### config.mk
export PLATFORM = sky130hd
export DESIGN_NAME = opwidth_mult_ctrl
export DESIGN_NICKNAME = d
export VERILOG_FILES = /design/src/rtl/omcPkg.sv /design/src/rtl/omcScan.sv /design/src/rtl/omcCtrl.sv /design/src/rtl/omcPath.sv /design/src/rtl/opwidth_mult_ctrl.sv
export SDC_FILE = /design/constraint.sdc
export NUM_CORES = 1
export LEC_CHECK = 0
export BUFFER_PORTS_ARGS = -buffer_cell sky130_fd_sc_hd__buf_2
export CAP_MARGIN = 20
export CORE_MARGIN = 5
export CORE_UTILIZATION = 35
export CTS_CLUSTER_SIZE = 8
export DETAILED_ROUTE_END_ITERATION = 16
export HOLD_SLACK_MARGIN = 0.05
export MAX_ROUTING_LAYER = met4
export PLACE_DENSITY = 0.57
export REMOVE_ABC_BUFFERS = 1
export SLEW_MARGIN = 25
export SYNTH_ARGS = -nofsm -noshare
export SYNTH_HDL_FRONTEND = slang
export SYNTH_SLANG_ARGS = --single-unit
### constraint.sdc
create_clock -name clk -period 23.4 [get_ports clk]
set_input_delay 2.34 -clock clk [delete_from_list [all_inputs] [get_ports clk]]
set_output_delay 2.34 -clock clk [all_outputs]
set_load 0.01 [all_outputs]
### src/rtl/omcPkg.sv
package omcPkg;
  localparam int DATA_W  = 32;
  localparam int BYTE_W  = 8;
  localparam int N_BYTES = DATA_W / BYTE_W;
  localparam int SEL_W   = $clog2(N_BYTES);
  localparam int STEP_W  = 2 * SEL_W;
  localparam int PROD_W  = 2 * DATA_W;

  typedef enum logic [1:0] {
    PREC_NONE = 2'd0,
    PREC_8    = 2'd1,
    PREC_16   = 2'd2,
    PREC_32   = 2'd3
  } precT;

  typedef struct packed {
    logic             capture;
    logic             step;
    logic             fin;
    logic [SEL_W-1:0] aSel;
    logic [SEL_W-1:0] bSel;
  } dpStrobeT;

  function automatic logic [1:0] voltOf(precT p);
    case (p)
      PREC_16: return 2'b01;
      PREC_32: return 2'b10;
      default: return 2'b00;
    endcase
  endfunction
endpackage

### src/rtl/omcScan.sv
module omcScan
  import omcPkg::*;
(
  input  logic [DATA_W-1:0] opA,
  input  logic [DATA_W-1:0] opB,
  output precT              code
);
  localparam logic [BYTE_W:0]   LIM_SMALL = (BYTE_W + 1)'(1) << (BYTE_W - 1);
  localparam logic [2*BYTE_W:0] LIM_MID   = (2 * BYTE_W + 1)'(1) << (2 * BYTE_W - 1);

  logic [1:0][DATA_W-1:0] ops;
  precT cls [2];

  assign ops = {opB, opA};

  for (genvar g = 0; g < 2; g++) begin : g_opnd
    logic [N_BYTES-1:0] byteNz;
    for (genvar k = 0; k < N_BYTES; k++) begin : g_byte
      assign byteNz[k] = |ops[g][k*BYTE_W +: BYTE_W];
    end
    logic aboveFirst, aboveSecond;
    assign aboveFirst  = |byteNz[N_BYTES-1:1];
    assign aboveSecond = |byteNz[N_BYTES-1:2];
    always_comb begin
      if (!aboveFirst && ({1'b0, ops[g][BYTE_W-1:0]} <= LIM_SMALL))
        cls[g] = PREC_8;
      else if (!aboveSecond && ({1'b0, ops[g][2*BYTE_W-1:0]} <= LIM_MID))
        cls[g] = PREC_16;
      else
        cls[g] = PREC_32;
    end
  end

  assign code = (cls[0] > cls[1]) ? cls[0] : cls[1];
endmodule

### src/rtl/omcCtrl.sv
module omcCtrl
  import omcPkg::*;
(
  input  logic       clk,
  input  logic       rstN,
  input  logic       start,
  input  precT       scanCode,
  output dpStrobeT   strb,
  output logic       busy,
  output logic       done,
  output logic       clkEn,
  output precT       code,
  output logic [1:0] volt
);
  typedef enum logic [1:0] {ST_IDLE, ST_SCAN, ST_RUN, ST_FIN} stateT;

  stateT             state;
  logic              tgl0, tgl1;
  logic [STEP_W-1:0] stepCnt;
  logic [STEP_W-1:0] lastStep;
  logic              tick;

  always_comb begin
    unique case (code)
      PREC_32: tick = 1'b1;
      PREC_16: tick = tgl0;
      default: tick = tgl0 & tgl1;
    endcase
    tick = tick && (state == ST_RUN);
  end

  always_comb begin
    unique case (code)
      PREC_32: lastStep = '1;
      PREC_16: lastStep = STEP_W'(3);
      default: lastStep = '0;
    endcase
  end

  always_comb begin
    strb         = '0;
    strb.capture = (state == ST_IDLE) && start;
    strb.step    = tick;
    strb.fin     = (state == ST_FIN);
    unique case (code)
      PREC_32: begin
        strb.aSel = stepCnt[SEL_W-1:0];
        strb.bSel = stepCnt[STEP_W-1:SEL_W];
      end
      PREC_16: begin
        strb.aSel = SEL_W'(stepCnt[0]);
        strb.bSel = SEL_W'(stepCnt[1]);
      end
      default: begin
        strb.aSel = '0;
        strb.bSel = '0;
      end
    endcase
  end

  always_ff @(posedge clk or negedge rstN) begin
    if (!rstN) begin
      state   <= ST_IDLE;
      code    <= PREC_NONE;
      volt    <= 2'b00;
      tgl0    <= 1'b0;
      tgl1    <= 1'b0;
      stepCnt <= '0;
    end else begin
      unique case (state)
        ST_IDLE: if (start) state <= ST_SCAN;
        ST_SCAN: begin
          code    <= scanCode;
          volt    <= voltOf(scanCode);
          tgl0    <= 1'b0;
          tgl1    <= 1'b0;
          stepCnt <= '0;
          state   <= ST_RUN;
        end
        ST_RUN: begin
          tgl0 <= ~tgl0;
          tgl1 <= tgl1 ^ tgl0;
          if (tick) begin
            if (stepCnt == lastStep) state <= ST_FIN;
            else stepCnt <= stepCnt + STEP_W'(1);
          end
        end
        default: state <= ST_IDLE;
      endcase
    end
  end

  assign busy  = (state != ST_IDLE);
  assign done  = (state == ST_FIN);
  assign clkEn = tick;


  reduced_rate_gap_chk: assert property (@(posedge clk) disable iff (!rstN)
    (code != PREC_32) && clkEn |=> !clkEn);


  code_hold_chk: assert property (@(posedge clk) disable iff (!rstN)
    (state == ST_RUN) && ($past(state) == ST_RUN) |-> $stable(code));


  done_single_chk: assert property (@(posedge clk) disable iff (!rstN)
    done |=> !done && !busy);
endmodule

### src/rtl/omcPath.sv
module omcPath
  import omcPkg::*;
(
  input  logic              clk,
  input  logic              rstN,
  input  dpStrobeT          strb,
  input  logic [DATA_W-1:0] opA,
  input  logic [DATA_W-1:0] opB,
  output logic [DATA_W-1:0] aReg,
  output logic [DATA_W-1:0] bReg,
  output logic [PROD_W-1:0] product
);
  logic [BYTE_W-1:0]   aByte, bByte;
  logic [2*BYTE_W-1:0] partial;
  logic [SEL_W:0]      posSum;
  logic [PROD_W-1:0]   shifted;
  logic [PROD_W-1:0]   acc;

  assign aByte   = aReg[strb.aSel*BYTE_W +: BYTE_W];
  assign bByte   = bReg[strb.bSel*BYTE_W +: BYTE_W];
  assign partial = aByte * bByte;
  assign posSum  = {1'b0, strb.aSel} + {1'b0, strb.bSel};
  assign shifted = PROD_W'(partial) << (int'(posSum) * BYTE_W);

  always_ff @(posedge clk or negedge rstN) begin
    if (!rstN) begin
      aReg <= '0;
      bReg <= '0;
      acc  <= '0;
    end else if (strb.capture) begin
      aReg <= opA;
      bReg <= opB;
      acc  <= '0;
    end else if (strb.step) begin
      acc <= acc + shifted;
    end
  end

  assign product = acc;


  full_product_chk: assert property (@(posedge clk) disable iff (!rstN)
    strb.fin |-> acc == ({{DATA_W{1'b0}}, aReg} * {{DATA_W{1'b0}}, bReg}));
endmodule

### src/rtl/opwidth_mult_ctrl.sv
module opwidth_mult_ctrl
  import omcPkg::*;
(
  input  logic              clk,
  input  logic              rstN,
  input  logic              startIn,
  input  logic [DATA_W-1:0] opA,
  input  logic [DATA_W-1:0] opB,
  output logic              busyOut,
  output logic [1:0]        precCode,
  output logic [1:0]        voltCode,
  output logic              clkEnOut,
  output logic [PROD_W-1:0] product,
  output logic              doneOut
);
  dpStrobeT          strb;
  logic [DATA_W-1:0] aReg, bReg;
  precT              scanCode, codeQ;

  omcPath u_path (
    .clk(clk), .rstN(rstN), .strb(strb), .opA(opA), .opB(opB),
    .aReg(aReg), .bReg(bReg), .product(product)
  );

  omcScan u_scan (.opA(aReg), .opB(bReg), .code(scanCode));

  omcCtrl u_ctrl (
    .clk(clk), .rstN(rstN), .start(startIn), .scanCode(scanCode),
    .strb(strb), .busy(busyOut), .done(doneOut), .clkEn(clkEnOut),
    .code(codeQ), .volt(voltCode)
  );

  assign precCode = codeQ;


  volt_follow_chk: assert property (@(posedge clk) disable iff (!rstN)
    (precCode != 2'd0) |-> (voltCode == precCode - 2'd1));


  busy_start_chk: assert property (@(posedge clk) disable iff (!rstN)
    busyOut && !doneOut && startIn |=> busyOut && $stable(aReg) && $stable(bReg));
endmodule

# After elaboration in Yosys (flattened, before gate mapping)
# Index checks and enable logic that the tools add are counted.
[classes]
n_addsub = 3
n_mul = 1
n_lt_le_gt_ge = 5
n_eq_ne = 12
shifts = 3
muxes = 20
bitwise = 3
reduce_logical = 20
[op_table]
columns = ["op", "count"]
rows = [
  ["64-bit two-way mux", 2],
  ["64-bit adder", 1],
  ["32-bit by 6-bit indexed part select with 8-bit output", 2],
  ["16-bit by 6-bit left shift with 64-bit output", 1],
  ["24-bit OR reduction", 2],
  ["16-bit less-or-equal comparator (second input constant)", 2],
  ["16-bit OR reduction", 2],
  ["4-bit case mux with 2 select lines", 3],
  ["8-bit less-or-equal comparator (second input constant)", 2],
  ["8-bit by 8-bit multiplier with 16-bit output", 1],
  ["2-bit == test (second input constant)", 6],
  ["2-bit two-way mux", 6],
  ["4-bit two-way mux", 2],
  ["2-bit != test (second input constant)", 4],
  ["1-bit logical AND", 6],
  ["1-bit case mux with 2 select lines", 3],
  ["2-bit case mux with 3 select lines", 1],
  ["3-bit AND reduction", 2],
  ["2-bit nonzero test", 3],
  ["4-bit by 1-bit adder with 4-bit output (second input constant)", 1],
  ["4-bit == test", 1],
  ["1-bit zero test", 4],
  ["2-bit case mux with 2 select lines", 1],
  ["2-bit by 2-bit adder with 3-bit output", 1],
  ["other kinds (7)", 8],
]
[totals]
ff_bits = 140
in_bits = 67
out_inout_bits = 71
wordCells = 76

# Depth between registers and ports, before layout
[depth]
ltp_word = 9
mapped_depth = 37
depth_no_buf = 34

# By module
# From an unflattened synthesis, not the netlist that was laid out.
[unflattened]
hier_cells = 1403
hier_area_um2 = 12703.4
[modules_own_cells]
columns = ["module", "n_inst", "cells_each", "area_per_inst_um2", "seq_area_each_um2"]
rows = [
  ["omcPath", 1, 1286, 11599.9, 3203.1],
  ["omcCtrl", 1, 75, 770.7, 300.3],
  ["omcScan", 1, 42, 332.8, 0.0],
]

# Worst setup path after synthesis
# Ideal clock, no wire load.
[synth_timing]
kind = "register to register"
from = "register u_ctrl.code[1]"
to = "register u_path.acc[63], in the netlist u_path.product[63]"
setup_time_ps = 101
t_arrival_ps = 8090
required_ps = 23299
path_slack_ps = 15209
stages_incl_launch_ff = 35
path_buffers = 2
synth_period_minus_slack_ps = 8191
path_cell_list = "dfrtp_1 -> clkbuf_1 -> nand3_1 -> clkinv_1 -> clkbuf_1 -> nand2_1 -> nand3_1 -> o21ai_1 -> or2_2 -> fa_1 -> fa_1 -> inv_1 -> fa_1 -> inv_1 -> fa_1 -> inv_1 -> ha_1 -> a21oi_1 -> o21bai_1 -> a21oi_1 -> o21bai_1 -> a2111oi_2 -> nor4_1 -> a211o_1 -> ha_1 -> a21o_1 -> a21oi_1 -> o21bai_1 -> a21o_1 -> a21o_1 -> and4_1 -> o31a_1 -> a311oi_4 -> nor3_1 -> nor4_1"
[synth_between]
elab_chain_cells = 8
word_cells_on_any_way = 14
classes_between = "2 x add/sub; 1 x mul; 2 x eq/ne; 3 x shift; 4 x mux; 2 x reduce/logical"
[synth_rtl]
columns = ["element", "line", "rtl"]
rows = [
  ["start: declaration", "omcCtrl.sv:12", "output precT code,"],
  ["start signal: assignment", "omcCtrl.sv:73", "code <= scanCode;"],
  ["2-bit == test", "omcCtrl.sv:24, omcCtrl.sv:45", ""],
  ["4-bit case mux with 2 select lines", "omcCtrl.sv:45", "unique case (code)"],
  ["32-bit by 6-bit indexed part select with 8-bit output (on tied branches)", "omcPath.sv:19, omcPath.sv:20", ""],
  ["8-bit by 8-bit multiplier with 16-bit output", "omcPath.sv:21", "assign partial = aByte * bByte;"],
  ["16-bit by 6-bit left shift with 64-bit output", "omcPath.sv:23", "assign shifted = PROD_W'(partial) << (int'(posSum) * BYTE_W);"],
  ["64-bit adder", "omcPath.sv:35", "acc <= acc + shifted;"],
  ["64-bit two-way mux", "omcPath.sv:34", "end else if (strb.step) begin"],
  ["64-bit two-way mux", "omcPath.sv:30", "end else if (strb.capture) begin"],
  ["end signal: assignment", "omcPath.sv:35", ""],
  ["end: declaration", "omcPath.sv:17", "logic [PROD_W-1:0] acc;"],
]
# Parallel ways exist; a longest one is shown, timed or not. The select of a mux whose other input is x is not followed.
# A chain may end at the register's enable or synchronous reset.

# Worst setup path in the final report
[layout_timing]
from = "register u_ctrl.code[1]"
to = "register u_path.acc[39], in the netlist u_path.product[39]"
# The elaborated chain is that of the path after synthesis.

==> results.md <==
- Status: complete, no violations
- Die H: 203 um
- Fin nets: around 2,000
- H-tree Lvls: 4
- RSZ-0062 raised after global routing: no
- Crit Path Max Fanout: 17
- Hold Startpoint: u_ctrl.volt[1]
- Min-delay worst type: register to register
- Core area: ~0.037 mm2
- Routed wire length: 41.0 mm
- Least-Margin Pin Slew: 1050 ps
- Drt via density: 5.44
- RePlAce Congestion: 0.907
- Hold depth: 2
- Period minus WS final: 9690 ps
- DP Area: ~0.014 mm2
- Antenna violations before repair: 1
- Share of cells above drive strength 1: 0.121
- Critical path arrival: 10,060 ps
- Worst EP required: 23,760 ps
- EDFF count, synth: 0
- Seq/Total Area, Yosys: 0.270
- Worst-Skew Late Latency: 450 ps
- CP peak stage delay: 610 ps
- Kind of critical path: register to register
- Post-synthesis register bit count: 140
- CTS tree: done
- Hold_buf cts: 0
- Vias in the first global route: 12,000
- Fin area: between 0.01 and 0.015 mm2
- Global route overflow: 0
- R2R cell count: 32
- Worst Setup Start Kind: register
- Kind of end point of the critical path: register
- Number of I/O port buffers: 137
- Largest net degree at the start of global routing: 81
- DRC violations left: 0
- Setup Viol. Count Final: 0
- Final TNS setup: 0 ps
- GRT Util Overall: 0.203
- Fillers: 3,836
- R2R Setup Slk: 13,710 ps
- CTS Root Cell: clkbuf_16
- Antenna viol nets, final: 0
- Setup ws final: 13,710 ps
- Drt wl/cell: approximately 18 um
- Max Fclk: 0.103 GHz
- Initial Util: 0.355
- Avg Inst Size Synth: 7.58 um2
- MaxCap Viol Count: 0
- Clock Sinks: 140
- CTS resizes: 0
- Die Footprint: 0.0411 mm2
- Drt initial violations: about 940
- Num CTS Buffers: 17
- Syn Inst Count: approximately 1,700
- Synth warn: 0
- Final period util: 0.414
- Asr flop ratio synth: 1.00
- Worst-path clk slew: 70 ps
- Bufs on Longest Clock Path: 2
- Buffer count from post-CTS setup fixing: 0
- Critical path's slowest cell: clkinv_1
- Cell Rows: 70
- Post-synthesis cell type count: slightly above 80
- WHS Endpoint: u_ctrl.volt[1]
- Max-slew violations: 0
- Most used DFF post-synth: dfrtp_1
- Reg-to-Reg Start: u_ctrl.code[1]
- Via count: between 10,000 and 15,000
- Area growth syn-to-layout: 12.6%
- Final hold violations: 0
- First-pass iteration count of the detailed router: 5
- Post-synthesis cell area: approximately 0.013 mm2
- Setup Skew: 13.2 ps
- Worst rel slew slack: 0.282
- Io pins: 138
- Placed wire-length estimate: 31.3 mm
- Pre-CTS WS: around 14,000 ps
- Die X: 203 um
- Multi-input combinational cell area: 0.00885 mm2
- Reg-to-reg endpoint: u_path.product[39]
- Most frequent CP cell: fa_1
- FF/Latch Area: 0.00350 mm2
- First-pass GRT wire length: 65.4 mm
## metal layers
layer  up-vias  wire [um]  global-route usage
li1       6073          -                   -
met1      5922      19200               0.277
met2       374      18600               0.312
met3        52       2310              0.0361
met4         0        875              0.0565
met5         -          0                   -
## through the flow
step / instances / utilization / hold WS (ps)
global route: 2284 / 0.400 / 538
finish: 2284 / 0.400 / 509
floorplan: 1638 / - / 468
CTS: 2283 / 0.400 / 513
global placement: 2251 / 0.383 / 486
detailed placement: 2251 / 0.383 / 497
## critical path, delay by kind of cell, from the launching register on
kind,cells,cell delay (ps)
flops,1,460
buf+inv,4,760
fa+ha+maj,6,2740
compound gates,15,4030
simple gates,7,1600
## flip-flops by register name (all words and copies together), names as in the netlist
signal	count
u_ctrl.tgl1	1
u_ctrl.stepCnt	4
u_path.bReg	32
u_ctrl.tgl0	1
u_ctrl.code	2
u_ctrl.state	2
u_path.aReg	32
u_ctrl.volt	2
u_path.product	64
## kinds of logic (layout without fill, tap and decap cells)
logic type      count (synthesis)  in the layout  share of synthesized area
fa+ha+maj                     147            147                      0.163
flops                         140            140                      0.270
other cells                     0              1                          0
buf+inv                       165            266                     0.0502
mux                             6              6                    0.00472
compound gates                401            401                      0.203
simple gates                  795            795                      0.269
xor+xnor                       60             60                     0.0404
## Yosys cell counts, types with 4 or more instances
master,number,area [um2]
a211o_1,6,52.6
a211oi_1,12,90.1
a21o_1,50,375
a21oi_1,124,621
a21oi_2,4,35.0
a221oi_1,5,43.8
a31oi_1,6,37.5
and2_1,11,68.8
and3_1,12,75.1
and4_1,6,52.6
buf_2,5,25.0
clkbuf_1,63,236
dfrtp_1,140,3500
fa_1,38,761
ha_1,109,1360
inv_1,86,323
mux2i_1,5,50.1
nand2_1,398,1490
nand2b_1,12,75.1
nand3_1,54,270
nand3b_1,7,52.6
nand4_1,23,144
nor2_1,174,653
nor2b_1,20,125
nor3_1,25,125
nor3b_1,4,30.0
nor4_1,18,113
o211ai_1,7,52.6
o21a_1,6,45.0
o21ai_0,53,265
o21ai_1,30,150
o21bai_1,33,248
o22ai_1,11,68.8
o311ai_1,5,43.8
o31ai_1,7,52.6
or2_2,15,93.8
or3_1,8,50.1
xnor2_1,36,315
xor2_1,24,210
## layout make-up
| cell class | count | area share |
|---|---|---|
| Multi-Input combinational cell | 1409 | 0.604 |
| Timing Repair Buffer | 145 | 0.0516 |
| Clock inverter | 13 | 0.0107 |
| Sequential cell | 140 | 0.239 |
| Clock buffer | 19 | 0.0309 |
| Inverter | 89 | 0.0228 |
| Antenna cell | 1 | 0.000171 |
| Tap cell | 468 | 0.0400 |
## worst max-delay path by stage
stage,end,from
floorplan,u_path.product[63],u_ctrl.code[1]
global placement,u_path.product[39],u_ctrl.code[1]
detailed placement,u_path.product[63],u_ctrl.code[1]
CTS,u_path.product[39],u_ctrl.code[1]
global route,u_path.product[51],u_ctrl.code[1]
finish,u_path.product[39],u_ctrl.code[1]
## layout by cell type, fill, tap and decap left out, types with 18 or more instances in the layout
cell and count:
nor3_1 25, nand2_1 396, xnor2_1 36, a21oi_1 124, o21bai_1 33, o21ai_1 30
o21ai_0 53, nand3_1 54, fa_1 38, nand4_1 23, ha_1 109, xor2_1 24
nor2b_1 20, inv_1 86, buf_2 136, nor2_1 174, a21o_1 50, dfrtp_1 140
nor4_1 18
Power is left out: the tool's default activity adds up to more than one toggle a clock period on the data nets, which glitch-free logic cannot reach.
